## src/rtl/rmw_combo_pkg.sv

```systemverilog
package rmw_combo_pkg;

  typedef enum logic [2:0] {
    OP_SHL_OR  = 3'd0,
    OP_ROL_AND = 3'd1,
    OP_SHR_XOR = 3'd2,
    OP_ROR_ADC = 3'd3,
    OP_DEC_CMP = 3'd4,
    OP_INC_SBC = 3'd5
  } rmwOp_e;

  localparam int FLAG_N = 3;
  localparam int FLAG_V = 2;
  localparam int FLAG_Z = 1;
  localparam int FLAG_C = 0;
  localparam int FLAG_W = 4;

  // strobes from control to datapath
  typedef struct packed {
    logic load;     // latch request inputs
    logic rdStb;    // memory read cycle
    logic wrStb;    // any write cycle
    logic wrMod;    // write carries the modified byte
    logic capture;  // latch returned read data
    logic commit;   // register results
  } ctlStrobe_t;

  function automatic logic opLegal(input logic [2:0] op);
    return op <= 3'd5;
  endfunction

endpackage

```

## src/rtl/rmw_combo_ctrl.sv

```systemverilog
module rmw_combo_ctrl
  import rmw_combo_pkg::*;
(
  input  logic       clk,
  input  logic       rstN,
  input  logic       start,
  input  logic       opValid,
  output ctlStrobe_t strb,
  output logic       busy,
  output logic       done
);

  typedef enum logic [2:0] {
    ST_IDLE, ST_READ, ST_WKEEP, ST_WMOD, ST_FIN
  } state_e;

  state_e state, stateNext;

  always_comb begin
    stateNext = state;
    unique case (state)
      ST_IDLE:  if (start && opValid) stateNext = ST_READ;
      ST_READ:  stateNext = ST_WKEEP;
      ST_WKEEP: stateNext = ST_WMOD;
      ST_WMOD:  stateNext = ST_FIN;
      ST_FIN:   stateNext = ST_IDLE;
      default:  stateNext = ST_IDLE;
    endcase
  end

  always_ff @(posedge clk) begin
    if (!rstN) state <= ST_IDLE;
    else       state <= stateNext;
  end

  always_comb begin
    strb         = '0;
    strb.load    = (state == ST_IDLE) && start && opValid;
    strb.rdStb   = (state == ST_READ);
    strb.wrStb   = (state == ST_WKEEP) || (state == ST_WMOD);
    strb.wrMod   = (state == ST_WMOD);
    strb.capture = (state == ST_WKEEP);
    strb.commit  = (state == ST_WMOD);
  end

  assign busy = (state != ST_IDLE);
  assign done = (state == ST_FIN);

  p_rd_then_keep_r1: assert property (@(posedge clk) disable iff (!rstN)
    strb.rdStb |=> (strb.wrStb && !strb.wrMod));
  p_keep_then_mod_r1: assert property (@(posedge clk) disable iff (!rstN)
    (strb.wrStb && !strb.wrMod) |=> strb.wrMod);
  p_done_pulse_r8: assert property (@(posedge clk) disable iff (!rstN)
    done |=> !done);
  p_busy_no_restart_r9: assert property (@(posedge clk) disable iff (!rstN)
    busy |=> !strb.rdStb);

endmodule

```

## src/rtl/rmw_combo_alu.sv

```systemverilog
module rmw_combo_alu
  import rmw_combo_pkg::*;
#(
  parameter int DATA_W = 8
) (
  input  rmwOp_e              op,
  input  logic [DATA_W-1:0]   acc,
  input  logic [1:0]          flagsVC,
  input  logic [DATA_W-1:0]   operand,
  output logic [DATA_W-1:0]   modByte,
  output logic [DATA_W-1:0]   accNew,
  output logic [FLAG_W-1:0]   flagsNew
);

  localparam int MSB = DATA_W - 1;

  logic              carryIn, carryMid, carryOut, ovf;
  logic [DATA_W-1:0] flagSrc;
  logic [DATA_W:0]   wide;

  assign carryIn = flagsVC[0];

  // first half: memory byte transform
  always_comb begin
    carryMid = carryIn;
    unique case (op)
      OP_SHL_OR:  begin modByte = {operand[MSB-1:0], 1'b0};    carryMid = operand[MSB]; end
      OP_ROL_AND: begin modByte = {operand[MSB-1:0], carryIn}; carryMid = operand[MSB]; end
      OP_SHR_XOR: begin modByte = {1'b0, operand[MSB:1]};      carryMid = operand[0];   end
      OP_ROR_ADC: begin modByte = {carryIn, operand[MSB:1]};   carryMid = operand[0];   end
      OP_DEC_CMP: modByte = operand - DATA_W'(1);
      OP_INC_SBC: modByte = operand + DATA_W'(1);
      default:    modByte = operand;
    endcase
  end

  // second half: accumulator step on the modified byte
  always_comb begin
    wide     = '0;
    accNew   = acc;
    carryOut = carryMid;
    ovf      = flagsVC[1];
    unique case (op)
      OP_SHL_OR:  accNew = acc | modByte;
      OP_ROL_AND: accNew = acc & modByte;
      OP_SHR_XOR: accNew = acc ^ modByte;
      OP_ROR_ADC: begin
        wide     = {1'b0, acc} + {1'b0, modByte} + {{DATA_W{1'b0}}, carryMid};
        accNew   = wide[MSB:0];
        carryOut = wide[DATA_W];
        ovf      = ~(acc[MSB] ^ modByte[MSB]) & (acc[MSB] ^ wide[MSB]);
      end
      OP_DEC_CMP: begin
        wide     = {1'b0, acc} - {1'b0, modByte};
        carryOut = ~wide[DATA_W];
      end
      OP_INC_SBC: begin
        wide     = {1'b0, acc} - {1'b0, modByte} - {{DATA_W{1'b0}}, ~carryIn};
        accNew   = wide[MSB:0];
        carryOut = ~wide[DATA_W];
        ovf      = (acc[MSB] ^ modByte[MSB]) & (acc[MSB] ^ wide[MSB]);
      end
      default: ;
    endcase
  end

  assign flagSrc = (op == OP_DEC_CMP) ? wide[MSB:0] : accNew;

  always_comb begin
    flagsNew         = '0;
    flagsNew[FLAG_N] = flagSrc[MSB];
    flagsNew[FLAG_V] = ovf;
    flagsNew[FLAG_Z] = (flagSrc == '0);
    flagsNew[FLAG_C] = carryOut;
  end

endmodule

```

## src/rtl/rmw_combo_dp.sv

```systemverilog
module rmw_combo_dp
  import rmw_combo_pkg::*;
#(
  parameter int ADDR_W = 16,
  parameter int DATA_W = 8
) (
  input  logic              clk,
  input  logic              rstN,
  input  ctlStrobe_t        strb,
  input  logic [2:0]        opIn,
  input  logic [ADDR_W-1:0] addrIn,
  input  logic [DATA_W-1:0] accIn,
  input  logic [1:0]        flagsIn,
  input  logic [DATA_W-1:0] memRdata,
  output logic [ADDR_W-1:0] memAddr,
  output logic              memRd,
  output logic              memWr,
  output logic [DATA_W-1:0] memWdata,
  output logic [DATA_W-1:0] accOut,
  output logic [DATA_W-1:0] byteOut,
  output logic [FLAG_W-1:0] flagsOut
);

  rmwOp_e            opR;
  logic [ADDR_W-1:0] addrR;
  logic [DATA_W-1:0] accR, byteR, modByte, accNew;
  logic [1:0]        flgR;
  logic [FLAG_W-1:0] flagsNew;

  always_ff @(posedge clk) begin
    if (!rstN) begin
      opR   <= OP_SHL_OR;
      addrR <= '0;
      accR  <= '0;
      flgR  <= '0;
      byteR <= '0;
    end else begin
      if (strb.load) begin
        opR   <= rmwOp_e'(opIn);
        addrR <= addrIn;
        accR  <= accIn;
        flgR  <= flagsIn;
      end
      if (strb.capture) byteR <= memRdata;
    end
  end

  rmw_combo_alu #(.DATA_W(DATA_W)) u_alu (
    .op       (opR),
    .acc      (accR),
    .flagsVC  (flgR),
    .operand  (byteR),
    .modByte  (modByte),
    .accNew   (accNew),
    .flagsNew (flagsNew)
  );

  assign memAddr  = addrR;
  assign memRd    = strb.rdStb;
  assign memWr    = strb.wrStb;
  assign memWdata = strb.wrMod ? modByte : memRdata;

  always_ff @(posedge clk) begin
    if (!rstN) begin
      accOut   <= '0;
      byteOut  <= '0;
      flagsOut <= '0;
    end else if (strb.commit) begin
      accOut   <= accNew;
      byteOut  <= modByte;
      flagsOut <= flagsNew;
    end
  end

  p_rw_exclusive_r1: assert property (@(posedge clk) disable iff (!rstN)
    !(memRd && memWr));
  p_same_addr_r1: assert property (@(posedge clk) disable iff (!rstN)
    (memWr && $past(memWr)) |-> (memAddr == $past(memAddr)));
  p_cmp_keeps_acc_r6: assert property (@(posedge clk) disable iff (!rstN)
    ($past(strb.commit) && $past(opR) == OP_DEC_CMP) |-> (accOut == $past(accR)));
  p_logic_keeps_v_r2: assert property (@(posedge clk) disable iff (!rstN)
    ($past(strb.commit) && $past(opR) != OP_ROR_ADC && $past(opR) != OP_INC_SBC)
      |-> (flagsOut[FLAG_V] == $past(flgR[1])));
  p_hold_outputs_r8: assert property (@(posedge clk) disable iff (!rstN)
    !$past(strb.commit) |-> $stable(accOut));

endmodule

```

## src/rtl/rmw_combo_unit.sv

```systemverilog
module rmw_combo_unit
  import rmw_combo_pkg::*;
#(
  parameter int ADDR_W = 16,
  parameter int DATA_W = 8
) (
  input  logic              clk,
  input  logic              rstN,
  input  logic              start,
  input  logic [2:0]        opSel,
  input  logic [ADDR_W-1:0] addrIn,
  input  logic [DATA_W-1:0] accIn,
  input  logic [1:0]        flagsIn,
  output logic [ADDR_W-1:0] memAddr,
  output logic              memRd,
  output logic              memWr,
  output logic [DATA_W-1:0] memWdata,
  input  logic [DATA_W-1:0] memRdata,
  output logic [DATA_W-1:0] accOut,
  output logic [DATA_W-1:0] byteOut,
  output logic [3:0]        flagsOut,
  output logic              busy,
  output logic              done
);

  ctlStrobe_t strb;
  logic       opValid;

  assign opValid = opLegal(opSel);

  rmw_combo_ctrl u_ctrl (
    .clk     (clk),
    .rstN    (rstN),
    .start   (start),
    .opValid (opValid),
    .strb    (strb),
    .busy    (busy),
    .done    (done)
  );

  rmw_combo_dp #(.ADDR_W(ADDR_W), .DATA_W(DATA_W)) u_dp (
    .clk      (clk),
    .rstN     (rstN),
    .strb     (strb),
    .opIn     (opSel),
    .addrIn   (addrIn),
    .accIn    (accIn),
    .flagsIn  (flagsIn),
    .memRdata (memRdata),
    .memAddr  (memAddr),
    .memRd    (memRd),
    .memWr    (memWr),
    .memWdata (memWdata),
    .accOut   (accOut),
    .byteOut  (byteOut),
    .flagsOut (flagsOut)
  );

  p_bad_op_idle_r9: assert property (@(posedge clk) disable iff (!rstN)
    (!busy && start && !opValid) |=> !busy);

endmodule

```

## config.mk

```make
export PLATFORM = sky130hd
export DESIGN_NAME = rmw_combo_unit
export DESIGN_NICKNAME = d
export VERILOG_FILES = /design/src/rtl/rmw_combo_pkg.sv /design/src/rtl/rmw_combo_ctrl.sv /design/src/rtl/rmw_combo_alu.sv /design/src/rtl/rmw_combo_dp.sv /design/src/rtl/rmw_combo_unit.sv
export SDC_FILE = /design/constraint.sdc
export NUM_CORES = 1
export LEC_CHECK = 0
export BUFFER_PORTS_ARGS = -buffer_cell sky130_fd_sc_hd__buf_2
export CELL_PAD_IN_SITES_DETAIL_PLACEMENT = 1
export CELL_PAD_IN_SITES_GLOBAL_PLACEMENT = 1
export CORE_MARGIN = 4
export CORE_UTILIZATION = 44
export CTS_CLUSTER_DIAMETER = 30
export CTS_CLUSTER_SIZE = 16
export DETAILED_ROUTE_END_ITERATION = 8
export GPL_ROUTABILITY_DRIVEN = 0
export PLACE_DENSITY_LB_ADDON = 0.1
export SYNTH_ARGS = -nofsm -noshare
export SYNTH_HDL_FRONTEND = slang
export SYNTH_SLANG_ARGS = --single-unit
```

## constraint.sdc

```tcl
create_clock -name clk -period 10.52 [get_ports clk]
set_input_delay 1.578 -clock clk [delete_from_list [all_inputs] [get_ports clk]]
set_output_delay 1.578 -clock clk [all_outputs]
set_load 0.01 [all_outputs]
```

Word level (Yosys, flattened, before mapping). Index checks and enable logic that the tools add are counted.

Flip-flop bits (word level): 60. Output and inout port bits: 48.

Add/subtract/negate cells: 6. $lt $le $gt $ge: 1. Eq/ne operators: 10. Multiplexer cells: 9. Bitwise gates (word level): 12. Reduce and logical (&&, ||, !) cells: 10.

Operator list (count): $pmux W8 S6 (1); $pmux W8 S5 (1); $mux W8 (2); $eq A3 B2 Y1 const B (4); $pmux W3 S4 (1); $add A8 B8 Y9 (1); $add A9 B1 Y9 (1); $eq A3 B3 Y1 const B (3); $sub A8 B8 Y9 (1); $sub A9 B1 Y9 (1); $add A8 B1 Y8 const B (1); $and A8 B8 Y8 (1); $logic_not A8 Y1 (1); $or A8 B8 Y8 (1); $sub A8 B1 Y8 const B (1); $xor A8 B8 Y8 (1); $eq A3 B1 Y1 const B (2); $logic_not A3 Y1 (2); $not A1 Y1 (4); $pmux W1 S2 (2); $reduce_or A2 Y1 (2); $le A3 B3 Y1 const B (1); $logic_and A1 B1 Y1 (3); $mux W3 (1); 6 further kinds (9).

Logic depth before layout (Yosys ltp). Gate-level depths: netlist of run 1.

Depth in word-level cells: 7. Depth in mapped cells: 23.

Modules after synthesis. Synthesis of run 1 repeated with hierarchy kept, for this count alone.

Cells, all modules: 540. Area, all modules: 4733.3 um^2.

By module, submodules not included: rmw_combo_alu (times used 1, cells each 328, area an instance 2302.2 um^2); rmw_combo_dp (times used 1, cells each 194, area an instance 2263.4 um^2); rmw_combo_ctrl (times used 1, cells each 17, area an instance 163.9 um^2); rmw_combo_unit (times used 1, cells each 1, area an instance 3.8 um^2).

Worst setup path after synthesis of run 1. OpenSTA, ideal clock, no wires.

Kind: reg2reg. Start point: register u_dp.opR[2]. End point: register u_dp.flagsOut[1]. Setup time: 0.116 ns. Arrival time: 4.679 ns. Data required time: 10.404 ns. Slack: 5.725 ns. Stages on the path, launching flop included: 22. Path buffers: 3. Clock period less this slack: 4.795 ns. Path through: dfxtp_1 > clkbuf_1 > buf_1 > nand2_1 > ha_1 > a21oi_1 > a21boi_1 > o21ai_0 > nand2b_1 > xnor2_1 > mux4_2 > inv_1 > ha_1 > buf_2 > nor2b_1 > a2111oi_4 > o211ai_2 > or2_1 > or3_1 > o211ai_2 > o31ai_2 > a41o_1.

Cells in the longest elaborated chain, start to end: 7. Elaborated cells on any way between the ends: 20. Those cells by class: add/sub: 4; eq/ne: 5; mux: 4; bitwise: 3; reduce/logical: 4.

RTL lines: start, declared (line rmw_combo_dp.sv:24) `rmwOp_e opR;`; start signal, assigned (line rmw_combo_dp.sv:39) `opR <= rmwOp_e'(opIn);`; $eq A3 B3 Y1, or another cell as far along (line rmw_combo_alu.sv:26) `unique case (op)`; $pmux W8 S6 * (line rmw_combo_alu.sv:26); net u_dp.modByte[5] (line rmw_combo_dp.sv:26) `logic [DATA_W-1:0] accR, byteR, modByte, accNew;`; $sub A8 B8 Y9 or $add A8 B8 Y9 (tied branches) (line rmw_combo_alu.sv:54, rmw_combo_alu.sv:58, rmw_combo_alu.sv:48); $sub A9 B1 Y9 or $add A9 B1 Y9 (tied branches) (line rmw_combo_alu.sv:58, rmw_combo_alu.sv:48); $pmux W8 S5 (line rmw_combo_alu.sv:43) `unique case (op)`; $mux W8 * (line rmw_combo_alu.sv:67) `assign flagSrc = (op == OP_DEC_CMP) ? wide[MSB:0] : accNew;`; $logic_not A8 Y1 * (line rmw_combo_alu.sv:73) `flagsNew[FLAG_Z] = (flagSrc == '0);`; end signal, assigned (line rmw_combo_dp.sv:71) `flagsOut <= flagsNew;`; end, declared (line rmw_combo_dp.sv:21) `output logic [FLAG_W-1:0] flagsOut`.

The timed path passes the listed nets; every way through them passes the cells marked *. A chain may end at the register's enable or synchronous reset.

Worst setup path after layout of run 1.
Start point: register u_dp.opR[0]. End point: register u_dp.flagsOut[2].

Cells in the longest elaborated chain, start to end: 7. Elaborated cells on any way between the ends: 21. Those cells by class: add/sub: 4; eq/ne: 5; mux: 3; bitwise: 6; reduce/logical: 3.

RTL lines: $eq A3 B3 Y1, or another cell as far along (line rmw_combo_alu.sv:26, rmw_combo_alu.sv:43); $pmux W8 S6 or $reduce_or A2 Y1 (tied branches); $sub A8 B8 Y9, or another cell as far along (line rmw_combo_alu.sv:58) `wide = {1'b0, acc} - {1'b0, modByte} - {{DATA_W{1'b0}}, ~carryIn};`; $sub A9 B1 Y9 or $add A9 B1 Y9 (tied branches) (line rmw_combo_alu.sv:58, rmw_combo_alu.sv:48); $xor A1 B1 Y1, on equally long branches (line rmw_combo_alu.sv:61, rmw_combo_alu.sv:51); $and A1 B1 Y1, on equally long branches (line rmw_combo_alu.sv:61, rmw_combo_alu.sv:51); $pmux W1 S2 * (line rmw_combo_alu.sv:43).

Mark *: on every way between the ends. The rest lies on a longest branch, timed or not.

==> flow_metrics.tcl, run 1 <==
set metrics [dict create \
    synth-compound-area-share_pct 25.1 \
    yosysUniqueCellTypes 66 \
    crit_fanout 21 \
    setup_viol 0 \
    report.final.slew_viol_count 0 \
    drtIter0Drc 283 \
    ctsHoldBuffers 0 \
    dieArea_mm2 0.0121 \
    reg2reg_depth 20 \
    rr_endpoint "u_dp.flagsOut[2]" \
    fp-row-count 36 \
    cts_made_buffers 9 \
    cp-end-kind "flop" \
    min_period_over_period_pct 55.3 \
    synth.area.mux_share_pct 4.55 \
    grt-ovfl-total 0 \
    synth-xor-area-share_pct 4.00 \
    fin_worst_skew_ns 0.0106 \
    min_path_cells 2 \
    avgViaCountPerCell 5.64 \
    syn_area_per_cell_um2 7.71 \
    cts.clk_slew.worst_paths_ns 0.08 \
    drive_gt1_share_pct 19.6 \
    rrSetupSlack_ns 4.70 \
    min_from "u_dp.accOut[7]" \
    required_ns 10.79 \
    vdd_drop_max_v 0.0000656 \
    wire_per_inst_um 18.9 \
    arrival_ns 6.09 \
    period_needed_ns 5.82 \
    synth-edff-count 0 \
    portBuffers 87 \
    placedCellCount 781 \
    cp-start-kind "flop" \
    via_count 4493 \
    n_antenna_cell 0 \
    cellPowerDensity_mw_per_mm2 159 \
    grt_pass1_wl_um 23600 \
    placeableCoreArea_mm2 0.00995 \
    synth_area_mm2 0.00456 \
    clockBufferDepth 2 \
    r2r_start "u_dp.opR[0]" \
    initial_utilization_pct 45.8 \
    min_path_type "reg -> reg" \
    seq_area_frac_synth_pct 26.3 \
    syn_nets 669 \
    syn_to_final_growth_pct 15.5 \
    leakagePower_nw 2.31 \
    clock-root-buffer "clkbuf_8" \
    first_global_vias 4622 \
    synthSimpleGateAreaFrac_pct 22.8 \
    path_class "reg -> reg" \
    antenna_left 0 \
    fillCellCount 1274 \
    synth-adder-area-share_pct 10.8 \
    grt_use_total_pct 25.5 \
    ys_ff_latch 60 \
    dp_hpwl_um 11400 \
    hold_path_end "u_dp.accOut[7]" \
    synthCells 592 \
    clk_latency_ns 0.35 \
    synth_ff_type "dfxtp_1" \
    final_net_count 736 \
    synth_top_family_by_area "compound AO/OA/AOI/OAI gates" \
    post-cts-setup-buffers 0 \
    tightest_slew_ns 1.19 \
    remaining_drc_errors 0 \
    cts_tree "yes" \
    drt-total-wl_um 15000 \
    antenna_found_initial 0 \
    final_cell_count_no_fill 797 \
    die_y_um 110 \
    status "finished, final reports clean" \
    clock-sinks 60 \
    grt_max_degree 62 \
    ios 88 \
    die_width_um 110 \
    slew-limit-headroom_pct 20.9 \
    cts_resized 0 \
    drt_pre_antenna_iters 4 \
    async_flop_share_pct 0 \
    htreeDepth 3 \
    rsz0062_at_grt "false" \
    yosysWarnings 0 \
    hold_viol_final 0 \
    setup_tns_ns 0 \
    fmax_mhz 172 \
    drv_cap 0 \
]
## final cells by class
type | instances | area (um^2) | area share [%]
Multi-Input combinational cell | 459 | 3070 | 58.3
Inverter | 37 | 139 | 2.64
Sequential cell | 60 | 1200 | 22.8
Clock inverter | 4 | 72.6 | 1.38
Clock buffer | 12 | 145 | 2.76
Tap cell | 133 | 166 | 3.16
Timing Repair Buffer | 92 | 473 | 8.98
## worst max path at each step
stage / to / from / slack, ns / depth (start not counted)
floorplan: u_dp.flagsOut[1] / u_dp.opR[2] / 5.72 / 21
global placement: u_dp.flagsOut[2] / u_dp.opR[0] / 4.92 / 20
finish: u_dp.flagsOut[2] / u_dp.opR[0] / 4.70 / 20
global route: u_dp.flagsOut[2] / u_dp.opR[0] / 4.25 / 20
detailed placement: u_dp.flagsOut[2] / u_dp.opR[0] / 4.87 / 20
CTS: memWdata[5] / u_dp.opR[0] / 4.79 / 12
## cell families after synthesis
logic type / count (synthesis)
buffers and inverters: 73
and+or+nand+nor: 228
adders and majority gates: 37
xor gates and xnor gates: 20
muxes: 12
DFF: 60
AOI/OAI and AO/OA: 162
## cells in the final DEF, fill, tap and decap left out, drive strengths merged, types with 2 or more instances in the layout
cell,synthesis,final
and3,9,9
nor2,33,33
bufinv,0,2
buf,12,92
nor3,10,10
o31ai,3,3
nor3b,6,6
dfxtp,60,60
and2,6,6
o21a,2,2
a211oi,7,7
nand3,9,9
clkbuf,24,12
o2111ai,2,2
a211o,2,2
o311ai,2,2
o21ai,31,31
o211ai,7,7
xnor2,16,16
o211a,4,4
a2111oi,3,3
inv,37,37
a21boi,47,47
o21bai,2,2
mux4,7,7
nand2b,7,7
ha,33,33
a21o,4,4
a31oi,5,5
a21oi,32,32
nor2b,9,9
fa,4,4
mux2i,5,5
xor2,4,4
or3,4,4
nand2,125,125
nor4,2,2
or2,4,4
a31o,2,2
## critical path, stage by stage, from the launching register on
cell	delay, ns
dfxtp_1	0.31
buf_4	0.25
nor2b_1	0.57
nand2_1	0.44
ha_1	0.43
nor2b_1	0.14
o21ai_0	0.25
a21boi_0	0.17
o21ai_0	0.17
nand2b_1	0.08
xnor2_1	0.12
mux4_2	0.57
ha_1	0.41
or2_0	0.26
a2111oi_2	0.34
a211oi_2	0.14
nor4_4	0.24
xnor2_1	0.20
xnor2_1	0.27
nand3_1	0.18
a31oi_1	0.18
## stage by stage
step | util, % | total power [W] | setup WS (ns) | hold WS [ns] | cell area (um^2)
global placement | 50.7 | 0.000587 | 4.92 | 0.444 | 5050
finish | 52.9 | 0.000836 | 4.70 | 0.457 | 5270
floorplan | - | 0.000508 | 5.72 | 0.444 | 4560
global route | 52.9 | 0.000884 | 4.25 | 0.481 | 5270
CTS | 52.9 | 0.000838 | 4.79 | 0.464 | 5270
detailed placement | 50.7 | 0.000597 | 4.87 | 0.455 | 5050
## synth_stat cells, drive strengths merged (7+ instances only)
cell / n / area (um^2)
a211oi: 7 / 62.6
a21boi: 47 / 353
a21oi: 32 / 160
and3: 9 / 56.3
buf: 12 / 61.3
clkbuf: 24 / 90.1
dfxtp: 60 / 1200
ha: 33 / 413
inv: 37 / 139
mux4: 7 / 158
nand2: 125 / 469
nand2b: 7 / 43.8
nand3: 9 / 45.0
nor2: 33 / 124
nor2b: 9 / 56.3
nor3: 10 / 50.1
o211ai: 7 / 67.6
o21ai: 31 / 155
xnor2: 16 / 140
## routing by layer
| layer | track usage (%) | share of wire (%) | vias to the layer above |
|---|---|---|---|
| li1 | - | - | 2159 |
| met1 | 31.2 | 43 | 2207 |
| met2 | 45.0 | 51 | 100 |
| met3 | 4.05 | 3.8 | 27 |
| met4 | 8.55 | 2.5 | 0 |
| met5 | 0 | 0 | - |
## state kept, by name, indices dropped and copies added, names as in the netlist
signal,cells
u_dp.byteOut,8
u_dp.flgR,2
u_ctrl.state,3
u_dp.flagsOut,4
u_dp.byteR,8
u_dp.opR,3
u_dp.memAddr,16
u_dp.accOut,8
u_dp.accR,8
## where the power goes
| part | internal [W] | switching (W) |
|---|---|---|
| clock network | 0.000140 | 0.0000983 |
| logic | 0.000135 | 0.000208 |
| registers | 0.000240 | 0.0000138 |
| total | 0.000515 | 0.000320 |
No activity file was read; power rests on OpenSTA's default activity.
==> inputs of run 2 (changes only) <==
CORE_UTILIZATION = 37   (was 44)
clock period = 4.7 ns   (was 10.52 ns; I/O delays follow)
==> run 2 against run 1 <==
Effect of this change: critical path depth down 2; register-to-register slack got worse by 4.5 ns; clock power increased to 3.1 times the previous value; fmax grew 30%; die area rose by 17%; combinational power rose by 140%; count of clock-buffer cells in the layout up 1; worst setup slack got worse by 4.5 ns; via count is 0.16% lower; hold slack gained 0.0015 ns; wire length increased by 2.4%; largest cell class unchanged.
==> flow_metrics.tcl, run 2 (synthesis results as in run 1) <==
set metrics [dict create \
    ios 88 \
    min_path_type "reg -> reg" \
    grt_max_degree 62 \
    ctsHoldBuffers 0 \
    final_util_pct 46.3 \
    die_y_um 119 \
    cellPowerDensity_mw_per_mm2 386 \
    n_antenna_cell 0 \
    whs_ns 0.459 \
    via_count 4486 \
    setup_tns_ns 0 \
    remaining_drc_errors 0 \
    vdd_drop_max_v 0.000221 \
    report.final.slew_viol_count 0 \
    antenna_found_initial 0 \
    cts_made_buffers 9 \
    max_stage_delay_ns 0.50 \
    period_needed_ns 4.48 \
    htreeDepth 3 \
    crit_fanout 8 \
    hold_viol_final 0 \
    clk_latency_ns 0.34 \
    grt-ovfl-total 0 \
    tightest_slew_ns 1.18 \
    status "finished, final reports clean" \
    grt_pass1_wl_um 24600 \
    dp_hpwl_um 11400 \
    avgViaCountPerCell 5.32 \
    rrSetupSlack_ns 0.22 \
    antenna_left 0 \
    wire_per_inst_um 18.3 \
    dieArea_mm2 0.0142 \
    cp-end-kind "flop" \
    crit_chain "nor2b_2 > nand2_1 > buf_4 > ha_1 > a21oi_2 > a21boi_2 > o21ai_2 > nand2b_1 > xnor2_1 > mux4_2 > buf_4 > ha_1 > and3_1 > a221o_1 > a311oi_1 > o211ai_2 > o31ai_2 > a41o_1" \
    placeableCoreArea_mm2 0.0121 \
    fp-row-count 40 \
    drive_gt1_share_pct 23.0 \
    power_w 0.00215 \
    required_ns 4.98 \
    drtIter0Drc 208 \
    rr_endpoint "u_dp.flagsOut[1]" \
    fin_worst_skew_ns 0.0119 \
    min_period_over_period_pct 95.4 \
    initial_utilization_pct 37.8 \
    hold_path_end "u_dp.memAddr[4]" \
    min_from "u_dp.memAddr[4]" \
    clock-root-buffer "clkbuf_16" \
    cts_tree "yes" \
    die_width_um 119 \
    drt-total-wl_um 15400 \
    cpMaxStageDelayCell "mux4_2" \
    r2r_start "u_dp.opR[0]" \
    first_global_vias 4637 \
    drt_pre_antenna_iters 4 \
    portBuffers 87 \
    cts.clk_slew.worst_paths_ns 0.06 \
    layout_commonest_cell "nand2_1" \
    largest_reg_flops 16 \
    min_path_cells 2 \
    clock-sinks 60 \
    fmax_mhz 223 \
    reg2reg_depth 18 \
    setup_viol 0 \
    syn_to_final_growth_pct 22.5 \
    arrival_ns 4.76 \
    leakagePower_nw 2.43 \
    cp-start-kind "flop" \
    clockBufferDepth 2 \
    path_class "reg -> reg" \
    drv_cap 0 \
    slew-limit-headroom_pct 21.4 \
    final_net_count 747 \
    final_cell_mix "125 x nand2_1, 87 x buf_2, 60 x dfxtp_1" \
    grt_use_total_pct 21.9 \
]
==> run 2: cell count changes in the layout (fill, tap and decap cells not counted), moves of 3 or more <==
cell / previous run / this run
clkbuf_8: 10 / 3
xnor2_2: 0 / 3
buf_4: 5 / 16
xnor2_1: 16 / 13
ha_1: 33 / 30
clkbuf_16: 0 / 9
==> run 2: final cells by class <==
cell class | instances | area [um^2]
multi-input cells | 459 | 3140
clock buffers | 13 | 270
fillers | 1539 | 6470
well taps | 168 | 210
clock inverters | 3 | 67.6
repair buffers | 103 | 556
flip-flops and latches | 60 | 1200
inverters | 37 | 139
==> run 2: worst max-delay path, delay by kind of cell, from the launching register on <==
family	cells	cell delay, ns
compound gates	8	1.76
xor+xnor	1	0.13
fa+ha+maj	2	0.72
buf+inv	2	0.37
flops	1	0.34
mux	1	0.50
simple gates	4	0.60
==> run 2: through the flow <==
stage,area (um^2),cells,worst slack [ns]
global route,5590,843,-0.0187
detailed placement,5150,824,-0.0326
finish,5590,843,0.216
floorplan,4560,592,0.0421
CTS,5540,841,0.0379
global placement,5150,824,-0.0258
==> run 2: repair_timing <==
| item | in CTS | in global routing |
|---|---|---|
| resized for setup | 10 | 7 |
| pin swaps | 5 | 10 |
| endpoints found under the setup margin | 2 | 7 |
| buffers inserted | 1 | 2 |
==> run 2: worst max-delay path by stage <==
stage                      startpoint                to  slack (ns)  cells after the start
after detailed placement  u_dp.opR[0]  u_dp.flagsOut[2]       -0.03                     20
final                     u_dp.opR[0]  u_dp.flagsOut[1]        0.22                     18
after global placement    u_dp.opR[0]  u_dp.flagsOut[2]       -0.03                     20
after CTS                 u_dp.opR[0]  u_dp.flagsOut[2]        0.04                     20
after global routing      u_dp.opR[0]  u_dp.flagsOut[0]       -0.02                     21
after floorplan           u_dp.opR[2]  u_dp.flagsOut[1]        0.04                     21
==> run 2: power by group <==
| part | internal (W) | switching (W) |
|---|---|---|
| combinational | 0.000345 | 0.000494 |
| sequential | 0.000539 | 0.0000312 |
| clock | 0.000507 | 0.000238 |
==> run 2: layer usage <==
| layer | share of wire (%) | track usage (%) | vias to the layer above | wire, um |
|---|---|---|---|---|
| met5 | 0 | 0 | - | 0 |
| met2 | 51 | 38.4 | 103 | 7790 |
| met1 | 42 | 26.1 | 2167 | 6490 |
| met4 | 2.5 | 8.83 | 0 | 392 |
| li1 | - | - | 2186 | - |
| met3 | 4.7 | 4.37 | 30 | 719 |
==> inputs of run 3 (changes only) <==
ABC_AREA = 1   (was default)
CORE_UTILIZATION = 39   (was 37)
clock period = 4.4 ns   (was 4.7 ns; I/O delays follow)
==> run 3 against run 2 <==
Effect of this change: core utilization is 1.9 points higher; count of clock-buffer cells in the layout fell by 2; worst setup slack gained 0.065 ns; critical endpoint unchanged; largest cell class unchanged.
==> flow_metrics.tcl, run 3 <==
set metrics [dict create \
    placeableCoreArea_mm2 0.0105 \
    remaining_drc_errors 0 \
    antenna_found_initial 0 \
    rrSetupSlack_ns 0.28 \
    hold_viol_final 0 \
    required_ns 4.66 \
    ctsHoldBuffers 0 \
    drtIter0Drc 288 \
    grt_pass1_wl_um 25800 \
    clock-root-buffer "clkbuf_8" \
    syn_nets 732 \
    leakagePower_nw 2.54 \
    portBuffers 87 \
    avgViaCountPerCell 5.48 \
    max_stage_delay_ns 0.61 \
    cpMaxStageDelayCell "fa_1" \
    rr_endpoint "u_dp.flagsOut[1]" \
    setup.worst_path.start "u_dp.opR[2]" \
    synthTopCellsByArea "dfxtp_1 28%, nand2_1 13%, ha_1 9.7%" \
    tightest_slew_ns 0.800 \
    initial_utilization_pct 40.6 \
    cp-start-kind "flop" \
    cellPowerDensity_mw_per_mm2 396 \
    reg2reg_depth 20 \
    yosys.area.top_type_share_pct 28.3 \
    report.final.slew_viol_count 0 \
    cts.clk_slew.worst_paths_ns 0.07 \
    yosys.area.top_type "dfxtp_1" \
    arrival_ns 4.38 \
    antenna_left 0 \
    min_period_over_period_pct 93.6 \
    fin_worst_skew_ns 0.0128 \
    cts_tree "yes" \
    placedCellCount 866 \
    yosysUniqueCellTypes 42 \
    clk_latency_ns 0.34 \
    setup_viol 0 \
    synth_ff_type "dfxtp_1" \
    final_net_count 820 \
    dp_hpwl_um 12600 \
    cp-end-kind "flop" \
    seq_area_frac_synth_pct 28.3 \
    async_flop_share_pct 0 \
    clockBufferDepth 2 \
    cts_made_buffers 9 \
    largest_reg_flops 16 \
    crit_chain "buf_4 > nand2_2 > nand2_1 > inv_1 > nand2_1 > o21ai_2 > inv_1 > fa_1 > ha_1 > a21boi_0 > nand3_1 > nor2_1 > nand3_1 > nand3_1 > nand2_1 > o21ai_1 > nand2_1 > nand2_1 > nand3_1 > a21oi_1" \
    path_class "reg -> reg" \
    synthCells 655 \
    syn_to_final_growth_pct 18.6 \
    ios 88 \
    clock-sinks 60 \
    ys_ff_latch 60 \
    die_y_um 112 \
    yosysWarnings 0 \
    fp-row-count 37 \
    die_width_um 112 \
    final_cell_mix "151 x nand2_1, 87 x buf_2, 77 x nor2_1" \
    n_antenna_cell 0 \
    r2r_start "u_dp.opR[2]" \
    crit_fanout 17 \
    synth-edff-count 0 \
    endpoint "u_dp.flagsOut[1]" \
    first_global_vias 4984 \
    grt_use_total_pct 25.0 \
    htreeDepth 3 \
    grt-ovfl-total 0 \
    syn_area_per_cell_um2 6.49 \
    fmax_mhz 243 \
    wire_per_inst_um 17.8 \
    status "finished, final reports clean" \
    via_count 4836 \
    power_w 0.00200 \
    dieArea_mm2 0.0126 \
    drt-total-wl_um 15700 \
    period_needed_ns 4.12 \
    drv_cap 0 \
    synth_area_mm2 0.00425 \
    drt_pre_antenna_iters 5 \
    cpMostUsedCell "nand2_1" \
    yosysMostFrequentCell "nand2_1" \
    min_path_type "reg -> reg" \
    setup_tns_ns 0 \
    vdd_drop_max_v 0.000217 \
    synth_commonest_cells "152 x nand2_1, 77 x nor2_1, 76 x o21ai_0" \
    final_cell_count_no_fill 883 \
    grt_max_degree 48 \
    drive_gt1_share_pct 19.0 \
    slew-limit-headroom_pct 46.6 \
    layout_commonest_cell "nand2_1" \
]
==> run 3: logic make-up (layout without fill, tap and decap cells) <==
family	count (synthesis)	count (layout)	share of synthesized area (%)
AO/OA/AOI/OAI	152	152	19.3
XOR/XNOR	2	2	0.412
adder cells (fa/ha/maj)	37	37	11.6
buffers and inverters	95	187	9.22
flip-flops	60	60	28.3
AND/OR/NAND/NOR	309	309	31.2
==> run 3: critical path: cells and delay by family (launching register included) <==
family | cells | cell delay (ns)
simple gates | 11 | 1.50
compound gates | 4 | 0.82
fa+ha+maj | 2 | 0.80
buf+inv | 3 | 0.57
flops | 1 | 0.35
==> run 3: what timing repair did <==
action | CTS | global route
resized for setup | 1 | 12
setup endpoints to repair | 1 | 5
cloned | 0 | 0
pin swaps | 0 | 2
buffers inserted | 0 | 2
==> run 3: routing by layer <==
metal	vias to the layer above	global-route usage, %	wire length, um
li1	2344	-	-
met5	-	0	0
met3	39	3.50	649
met1	2319	31.9	6900
met2	134	43.9	7750
met4	0	6.89	443
==> run 3: power breakdown <==
part | internal (W) | switching [W]
combinational | 0.000307 | 0.000627
sequential | 0.000583 | 0.0000355
clock | 0.000230 | 0.000214
total | 0.00112 | 0.000877
==> run 3: worst min path at each step <==
stage / slack [ns] / startpoint / depth (start not counted) / endpoint
6_report: 0.47 / u_dp.byteOut[5] / 2 / u_dp.byteOut[5]
5_1_grt: 0.49 / u_dp.flagsOut[1] / 2 / u_dp.flagsOut[1]
4_1_cts: 0.46 / u_dp.byteOut[5] / 2 / u_dp.byteOut[5]
3_5_place_dp: 0.45 / u_dp.byteOut[5] / 2 / u_dp.byteOut[5]
3_3_place_gp: 0.45 / u_dp.byteOut[3] / 2 / u_dp.byteOut[3]
2_1_floorplan: 0.47 / u_dp.byteR[4] / 2 / u_dp.byteR[4]
==> run 3: final cells by class <==
type	count	area, um^2
clock buffer	11	151
clock inverter	4	25.0
fill	1465	5420
inverter	72	273
multi-input combinational	500	2680
sequential	60	1200
tap	136	170
timing repair buffer	100	533
==> run 3: stage by stage <==
stage | setup slack [ns] | utilization, % | area, um^2 | hold WS, ns
floorplan | 0.698 | - | 4250 | 0.473
global placement | 0.0432 | 46.1 | 4820 | 0.453
detailed placement | 0.0126 | 46.1 | 4820 | 0.453
CTS | 0.118 | 47.7 | 4990 | 0.463
global route | -0.00566 | 48.2 | 5040 | 0.488
finish | 0.281 | 48.2 | 5040 | 0.466
